File: config.mk
export PLATFORM = sky130hd
export DESIGN_NAME = host_bus_if
export DESIGN_NICKNAME = d
export VERILOG_FILES = /design/src/rtl/hbi_pkg.sv /design/src/rtl/hbi_sync.sv /design/src/rtl/hbi_qual.sv /design/src/rtl/hbi_rdmux.sv /design/src/rtl/host_bus_if.sv
export SDC_FILE = /design/constraint.sdc
export NUM_CORES = 1
export LEC_CHECK = 0
export ABC_CLOCK_PERIOD_IN_PS = 2200
export BUFFER_PORTS_ARGS = -buffer_cell sky130_fd_sc_hd__buf_4
export CELL_PAD_IN_SITES_DETAIL_PLACEMENT = 1
export CELL_PAD_IN_SITES_GLOBAL_PLACEMENT = 1
export CORE_MARGIN = 4
export CORE_UTILIZATION = 33
export DETAILED_ROUTE_END_ITERATION = 6
export GPL_ROUTABILITY_DRIVEN = 0
export PLACE_DENSITY = 0.77
export SLEW_MARGIN = 0
export SYNTH_ARGS = -nofsm -noshare
export SYNTH_HDL_FRONTEND = slang
export SYNTH_SLANG_ARGS = --single-unit
File: constraint.sdc
create_clock -name clk -period 2.2 [get_ports clk]
set_input_delay 0.11 -clock clk [delete_from_list [all_inputs] [get_ports clk]]
set_output_delay 0.11 -clock clk [all_outputs]
set_load 0.02 [all_outputs]
File: src/rtl/hbi_pkg.sv
package hbi_pkg;

   typedef enum logic {
      STYLE_STROBE = 1'b0,
      STYLE_ENABLE = 1'b1
   } bus_style_e;

   typedef struct packed {
      logic cs_n;
      logic rs;
      logic rdp;
      logic wrp;
   } ctl_pins_t;

   localparam int CTL_W = $bits(ctl_pins_t);

endpackage

File: src/rtl/hbi_sync.sv
module hbi_sync #(
   parameter int          W       = 1,
   parameter int          STAGES  = 2,
   parameter logic [W-1:0] RST_VAL = '0
) (
   input  logic         clk,
   input  logic         rst_n,
   input  logic [W-1:0] d_i,
   output logic [W-1:0] q_o
);

   if (STAGES < 2) begin : g_bad_stages
      $error("hbi_sync: STAGES must be at least 2");
   end
   if (W < 1) begin : g_bad_width
      $error("hbi_sync: W must be positive");
   end

   logic [STAGES-1:0][W-1:0] chain_q;

   always_ff @(posedge clk or negedge rst_n) begin
      if (!rst_n) begin
         chain_q <= {STAGES{RST_VAL}};
      end else begin
         chain_q <= {chain_q[STAGES-2:0], d_i};
      end
   end

   assign q_o = chain_q[STAGES-1];

endmodule

File: src/rtl/hbi_qual.sv
module hbi_qual
   import hbi_pkg::*;
#(
   parameter int DATA_W = 8
) (
   input  logic              clk,
   input  logic              rst_n,
   input  bus_style_e        style_i,
   input  ctl_pins_t         ctl_s_i,
   input  logic [DATA_W-1:0] data_s_i,
   output logic              cmd_wr_o,
   output logic              par_wr_o,
   output logic [DATA_W-1:0] wdata_o,
   output logic              data_rd_o
);

   logic              wr_act, rd_act;
   logic              wr_act_q, rd_act_q;
   logic              cap_rs_q;
   logic [DATA_W-1:0] cap_data_q;
   logic              wr_end, rd_end;

   always_comb begin
      wr_act = 1'b0;
      rd_act = 1'b0;
      unique case (style_i)
         STYLE_ENABLE: begin
            wr_act = !ctl_s_i.cs_n && ctl_s_i.rdp && !ctl_s_i.wrp;
            rd_act = !ctl_s_i.cs_n && ctl_s_i.rdp &&  ctl_s_i.wrp;
         end
         default: begin
            wr_act = !ctl_s_i.cs_n && !ctl_s_i.wrp;
            rd_act = !ctl_s_i.cs_n && !ctl_s_i.rdp && ctl_s_i.wrp;
         end
      endcase
   end

   assign wr_end = wr_act_q && !wr_act;
   assign rd_end = rd_act_q && !rd_act;

   always_ff @(posedge clk or negedge rst_n) begin
      if (!rst_n) begin
         wr_act_q   <= 1'b0;
         rd_act_q   <= 1'b0;
         cap_rs_q   <= 1'b0;
         cap_data_q <= '0;
      end else begin
         wr_act_q <= wr_act;
         rd_act_q <= rd_act;
         if (wr_act || rd_act) begin
            cap_rs_q <= ctl_s_i.rs;
         end
         if (wr_act) begin
            cap_data_q <= data_s_i;
         end
      end
   end

   always_ff @(posedge clk or negedge rst_n) begin
      if (!rst_n) begin
         cmd_wr_o  <= 1'b0;
         par_wr_o  <= 1'b0;
         data_rd_o <= 1'b0;
         wdata_o   <= '0;
      end else begin
         cmd_wr_o  <= wr_end &&  cap_rs_q;
         par_wr_o  <= wr_end && !cap_rs_q;
         data_rd_o <= rd_end &&  cap_rs_q;
         if (wr_end) begin
            wdata_o <= cap_data_q;
         end
      end
   end


   pulse_width_chk: assert property (@(posedge clk) disable iff (!rst_n)
      (cmd_wr_o || par_wr_o || data_rd_o) |=> !(cmd_wr_o || par_wr_o || data_rd_o));


   pulse_excl_chk: assert property (@(posedge clk) disable iff (!rst_n)
      $onehot0({cmd_wr_o, par_wr_o, data_rd_o}));


   wdata_hold_chk: assert property (@(posedge clk) disable iff (!rst_n)
      !$stable(wdata_o) |-> (cmd_wr_o || par_wr_o));

endmodule

File: src/rtl/hbi_rdmux.sv
module hbi_rdmux
   import hbi_pkg::*;
#(
   parameter int DATA_W    = 8,
   parameter bit GATE_DATA = 1'b1,
   localparam int STAT_W   = DATA_W - 1
) (
   input  bus_style_e        style_i,
   input  logic              cs_n_i,
   input  logic              rs_i,
   input  logic              rdp_i,
   input  logic              wrp_i,
   input  logic              busy_i,
   input  logic [STAT_W-1:0] status_i,
   input  logic [DATA_W-1:0] rdata_i,
   output logic [DATA_W-1:0] hd_o,
   output logic              hd_oe_o
);

   logic [DATA_W-1:0] sel_byte;

   always_comb begin
      unique case (style_i)
         STYLE_ENABLE: hd_oe_o = !cs_n_i && rdp_i && wrp_i;
         default:      hd_oe_o = !cs_n_i && !rdp_i && wrp_i;
      endcase
   end

   assign sel_byte = rs_i ? rdata_i : {busy_i, status_i};

   if (GATE_DATA) begin : g_gated
      assign hd_o = hd_oe_o ? sel_byte : '0;
   end else begin : g_open
      assign hd_o = sel_byte;
   end

endmodule

File: src/rtl/host_bus_if.sv
module host_bus_if
   import hbi_pkg::*;
#(
   parameter int DATA_W      = 8,
   parameter int SYNC_STAGES = 2,
   parameter bit GATE_DATA   = 1'b1,
   localparam int STAT_W     = DATA_W - 1
) (
   input  logic              clk,
   input  logic              rst_n,
   input  logic              mode_sel_i,
   input  logic              cs_n_i,
   input  logic              rs_i,
   input  logic              rd_n_i,
   input  logic              wr_n_i,
   input  logic [DATA_W-1:0] hd_i,
   output logic [DATA_W-1:0] hd_o,
   output logic              hd_oe_o,
   input  logic              busy_i,
   input  logic [STAT_W-1:0] status_i,
   input  logic [DATA_W-1:0] rdata_i,
   output logic              cmd_wr_o,
   output logic              par_wr_o,
   output logic [DATA_W-1:0] wdata_o,
   output logic              data_rd_o
);

   if (DATA_W < 2) begin : g_bad_data_w
      $error("host_bus_if: DATA_W must be at least 2");
   end

   localparam int                  SYN_W   = CTL_W + DATA_W;
   localparam ctl_pins_t           CTL_IDLE = '{cs_n: 1'b1, rs: 1'b0, rdp: 1'b1, wrp: 1'b1};
   localparam logic [SYN_W-1:0]    SYN_RST = {CTL_IDLE, {DATA_W{1'b0}}};

   bus_style_e        style;
   ctl_pins_t         ctl_raw, ctl_s;
   logic [DATA_W-1:0] data_s;
   logic [SYN_W-1:0]  syn_q;

   assign style   = bus_style_e'(mode_sel_i);
   assign ctl_raw = '{cs_n: cs_n_i, rs: rs_i, rdp: rd_n_i, wrp: wr_n_i};

   hbi_sync #(
      .W       (SYN_W),
      .STAGES  (SYNC_STAGES),
      .RST_VAL (SYN_RST)
   ) sync_i (
      .clk   (clk),
      .rst_n (rst_n),
      .d_i   ({ctl_raw, hd_i}),
      .q_o   (syn_q)
   );

   assign ctl_s  = ctl_pins_t'(syn_q[SYN_W-1:DATA_W]);
   assign data_s = syn_q[DATA_W-1:0];

   hbi_qual #(
      .DATA_W (DATA_W)
   ) qual_i (
      .clk       (clk),
      .rst_n     (rst_n),
      .style_i   (style),
      .ctl_s_i   (ctl_s),
      .data_s_i  (data_s),
      .cmd_wr_o  (cmd_wr_o),
      .par_wr_o  (par_wr_o),
      .wdata_o   (wdata_o),
      .data_rd_o (data_rd_o)
   );

   hbi_rdmux #(
      .DATA_W    (DATA_W),
      .GATE_DATA (GATE_DATA)
   ) rdmux_i (
      .style_i  (style),
      .cs_n_i   (cs_n_i),
      .rs_i     (rs_i),
      .rdp_i    (rd_n_i),
      .wrp_i    (wr_n_i),
      .busy_i   (busy_i),
      .status_i (status_i),
      .rdata_i  (rdata_i),
      .hd_o     (hd_o),
      .hd_oe_o  (hd_oe_o)
   );


   no_early_pulse_chk: assert property (@(posedge clk) disable iff (!rst_n)
      (!mode_sel_i && !cs_n_i && !wr_n_i && $past(!wr_n_i) && $past(!wr_n_i, 2)
       && $past(!wr_n_i, 3) && $past(!cs_n_i, 3))
      |-> !(cmd_wr_o || par_wr_o));


   oe_not_in_write_chk: assert property (@(posedge clk) disable iff (!rst_n)
      (mode_sel_i && !wr_n_i) |-> !hd_oe_o);

endmodule

==> summary by stage <==
Timing
At the pin with the least slew margin, the transition time is 553 ps. The number of max-slew violations in the final report is 0. Setup repair after global routing left no endpoint under its margin. The upper clock frequency limit is 593 MHz. The worst clock skew is 3.13 ps. The hold slack is 38.6 ps.

Headroom to the max-slew limit came out at 63.1%. In the finished design, the share of the clock period the worst path needs comes to 76.7%. For the final routed database, the setup TNS stands at 0 ps. The final hold violation count is 0. The setup-violating endpoint count in the final report is 0.

The worst path setup slack after routing is 513 ps. The clock period could shrink to 1690 ps.

Detailed routing
The iteration-0 DRC count of the detailed router is 67. For this run, design rule violations remaining after detail routing come to 0. Summed over all layers, the routed wires come to 3330 um. In this run the remaining antenna-violating nets after routing total 0. The via-per-instance ratio is 4.38. For this run, the detailed router's first-pass iteration total came to 2. Across all layers, the routed design uses 1025 vias. The detailed-route wire length per cell is 14.2 um.

Clock network
The later pin in the worst-skew pair is clocked with a latency of 290 ps. The TritonCTS clock tree is done. The clock passes through at most 2 buffers. The CTS buffer count is 5. CTS placed an instance of sky130_fd_sc_hd__clkbuf_8 at the clock tree root. The number of setup buffers added after CTS is 0. The total number of clock tree sinks is 46. The total number of H-tree levels is 2. The clock slew seen by the registers of the worst setup and hold paths is 70 ps.

Global routing
For this run, global-route usage on met2 was measured as 20.0%. For this run the aggregate overflow at the end of global routing stands at 0. Global routing used 12.0% of the available tracks across all layers. The number of antenna violations at the first check in global routing is 0. The largest net degree at the start of global routing is 47. The fraction of met3 tracks used by global routing is 4.24%. The first-pass GRT wire length is 5580 um. The number of global-route vias before repair is 1186. Global routing consumed, on the met1 layer, 13.6% of the routing resources. The most utilized layer in the global route result is met2.

Finish
Once layout is done, the placed cells without fillers occupy 2290 um2. 0 antenna diodes ended up in the layout. The final core utilization is 47.8%. The net count of the finished layout is 199. The filler cells instantiated in the layout total 499. From synthesis to final layout, the design area changed by 39.4%. The finished layout holds 234 standard cells, fillers aside. The multi-input combinational cells in the finished layout cover a total of 458 um2.

The sequential cells in the finished layout cover a total of 1160 um2. Cells with a size suffix above 1 make up 47.9% of the layout.

Setup path
The data required time at the worst endpoint is 2380 ps. By startpoint and endpoint, the worst setup path is classified as reg2reg. Along the worst path, the maximum fanout reaches 10. The worst setup path is captured at a flip-flop. The kind of launch point of the worst setup path is a flip-flop. For the worst setup path, the data arrival time is 1860 ps.

Synth
The number of cells produced by synthesis is 101. After synthesis, the share of flip-flops with an asynchronous set or reset is 100%. Counting flops with a built-in enable in the synthesized netlist gives 0. Counting distinct cell types in the post-synthesis netlist gives 23. Dividing the synthesized area by the synthesized cell count gives 16.3 um2.

Of the synthesized area, sequential elements account for 70.5%. The most used flip-flop cell after synthesis is sky130_fd_sc_hd__dfrtp_1. Counting flops and latches in the post-synthesis netlist gives 46. Summing every instance area after synthesis gives 1640 um2.

The warning count from the yosys run is 0. Counting every net in the synthesized netlist gives 132.

Place
The total of buffers placed on input and output ports is 50. The placed wire-length estimate after detailed placement is 2370 um. At the placement stage, the worst setup path has a slack of 521 ps.

The cell count after placement is 216. The placed instances occupy a cell area of 2090 um2.

Pwr
The clock network burns 25.9% of the power. In this run the power density over the cells is 822 nW/um2. For this design the static power due to leakage is 1.13 nW. Total power for the finished layout comes to 1.88 mW. The worst-case IR drop observed on VDD is 0.000301 V. The internal power of the cells is 1.41 mW. The combinational share of power is 20.3%. The analysis attributes to net switching a power of 475 uW. Of the total power, the share spent switching nets is 25.2%.

The register share of total power is 53.9%.

Floorplan
The die outline area is 6170 um2. The height of the die is 78.6 um. The initial core utilization is 34.3%. Measured along the x axis, the die boundary spans 78.6 um.

Pin placement for this block handled 51 I/O pins. The region available for standard cell placement spans 4790 um2. The number of core rows is 25.

Run status
The run finished with clean final reports.

Min path
The tightest min-delay check is of the in2reg type.

Job
The number of max-cap violations is 0.
==> registers in the layout, summed over array words and instances, names as in the netlist <==
name               flops
qual_i.cmd_wr_o        1
qual_i.cap_rs_q        1
qual_i.wdata_o         8
qual_i.par_wr_o        1
qual_i.cap_data_q      8
sync_i.chain_q        12
qual_i.wr_act_q        1
qual_i.data_rd_o       1
sync_i.q_o            12
qual_i.rd_act_q        1
==> cells in the final DEF, fill, tap and decap left out, types with 3 or more instances in the layout <==
cell	synthesis	routed
sky130_fd_sc_hd__mux2_2	8	8
sky130_fd_sc_hd__dfstp_2	6	6
sky130_fd_sc_hd__inv_1	3	3
sky130_fd_sc_hd__dlygate4sd3_1	0	12
sky130_fd_sc_hd__mux2_4	8	8
sky130_fd_sc_hd__buf_4	0	50
sky130_fd_sc_hd__mux2i_1	9	9
sky130_fd_sc_hd__dfrtp_1	40	40
sky130_fd_sc_hd__nor2_1	11	11
sky130_fd_sc_hd__clkbuf_8	0	6
==> worst max-delay path: stages (launching register included) <==
cell and delay, ps:
sky130_fd_sc_hd__dfstp_2 580, sky130_fd_sc_hd__nor2b_4 60, sky130_fd_sc_hd__or3_1 550, sky130_fd_sc_hd__mux2_4 380
==> cell type report <==
class / count / area share (%)
Inverter: 3 / 0.492
Multi-Input combinational cell: 50 / 20.0
Clock buffer: 6 / 3.61
Timing Repair Buffer: 62 / 21.6
Sequential cell: 46 / 50.6
Tap cell: 67 / 3.66
==> final timing paths <==
path,end,from,slack [ps],cells after the start
worst max-delay path,qual_i.cap_data_q[0]$_DFFE_PN0P_,sync_i.q_o[9]$_DFF_PN1_,510,3
worst min-delay path,sync_i.chain_q[10]$_DFF_PN0_,rs_i,40,1
worst max register to register,qual_i.cap_data_q[0]$_DFFE_PN0P_,sync_i.q_o[9]$_DFF_PN1_,510,3
worst min register to register,sync_i.q_o[4]$_DFF_PN0_,sync_i.chain_q[4]$_DFF_PN0_,350,0
max in group asynchronous,sync_i.q_o[8]$_DFF_PN1_,rst_n,1460,2
min in group asynchronous,sync_i.q_o[0]$_DFF_PN0_,rst_n,350,2
==> cells in the mapped netlist, drive strengths merged, types with 2 or more instances <==
library cell,count,share of area [%]
nor2,11,2.5
nor2b,2,1.2
inv,3,0.69
mux2,16,13
dfstp,6,9.6
mux2i,9,5.5
dfrtp,40,61
==> routing by layer <==
layer | part of all wire, % | wire, um
met5 | 0 | 0
met4 | 1.2 | 39
met3 | 7.7 | 258
met2 | 51 | 1700
met1 | 40 | 1330
==> power by group through the flow <==
stage          Clock, mW  Sequential, mW  Combinational [mW]
6_report           0.487            1.01               0.381
5_1_grt            0.550            1.03               0.411
4_1_cts            0.514            1.02               0.387
3_5_place_dp           0            1.03               0.369
3_3_place_gp           0            1.02               0.356
2_1_floorplan          0            1.08               0.134
==> logic make-up after synthesis <==
family / synth area share (%)
flops: 70.5
simple gates: 6.93
compound gates: 2.13
buf+inv: 1.60
xor+xnor: 0.533
mux: 18.3
==> timing repair <==
action / in CTS / in global routing
hold buffers: 12 / 0
endpoints found under the hold margin: 51 / 0
resized for setup: 0 / 0
No activity file was read; power rests on OpenSTA's default activity.
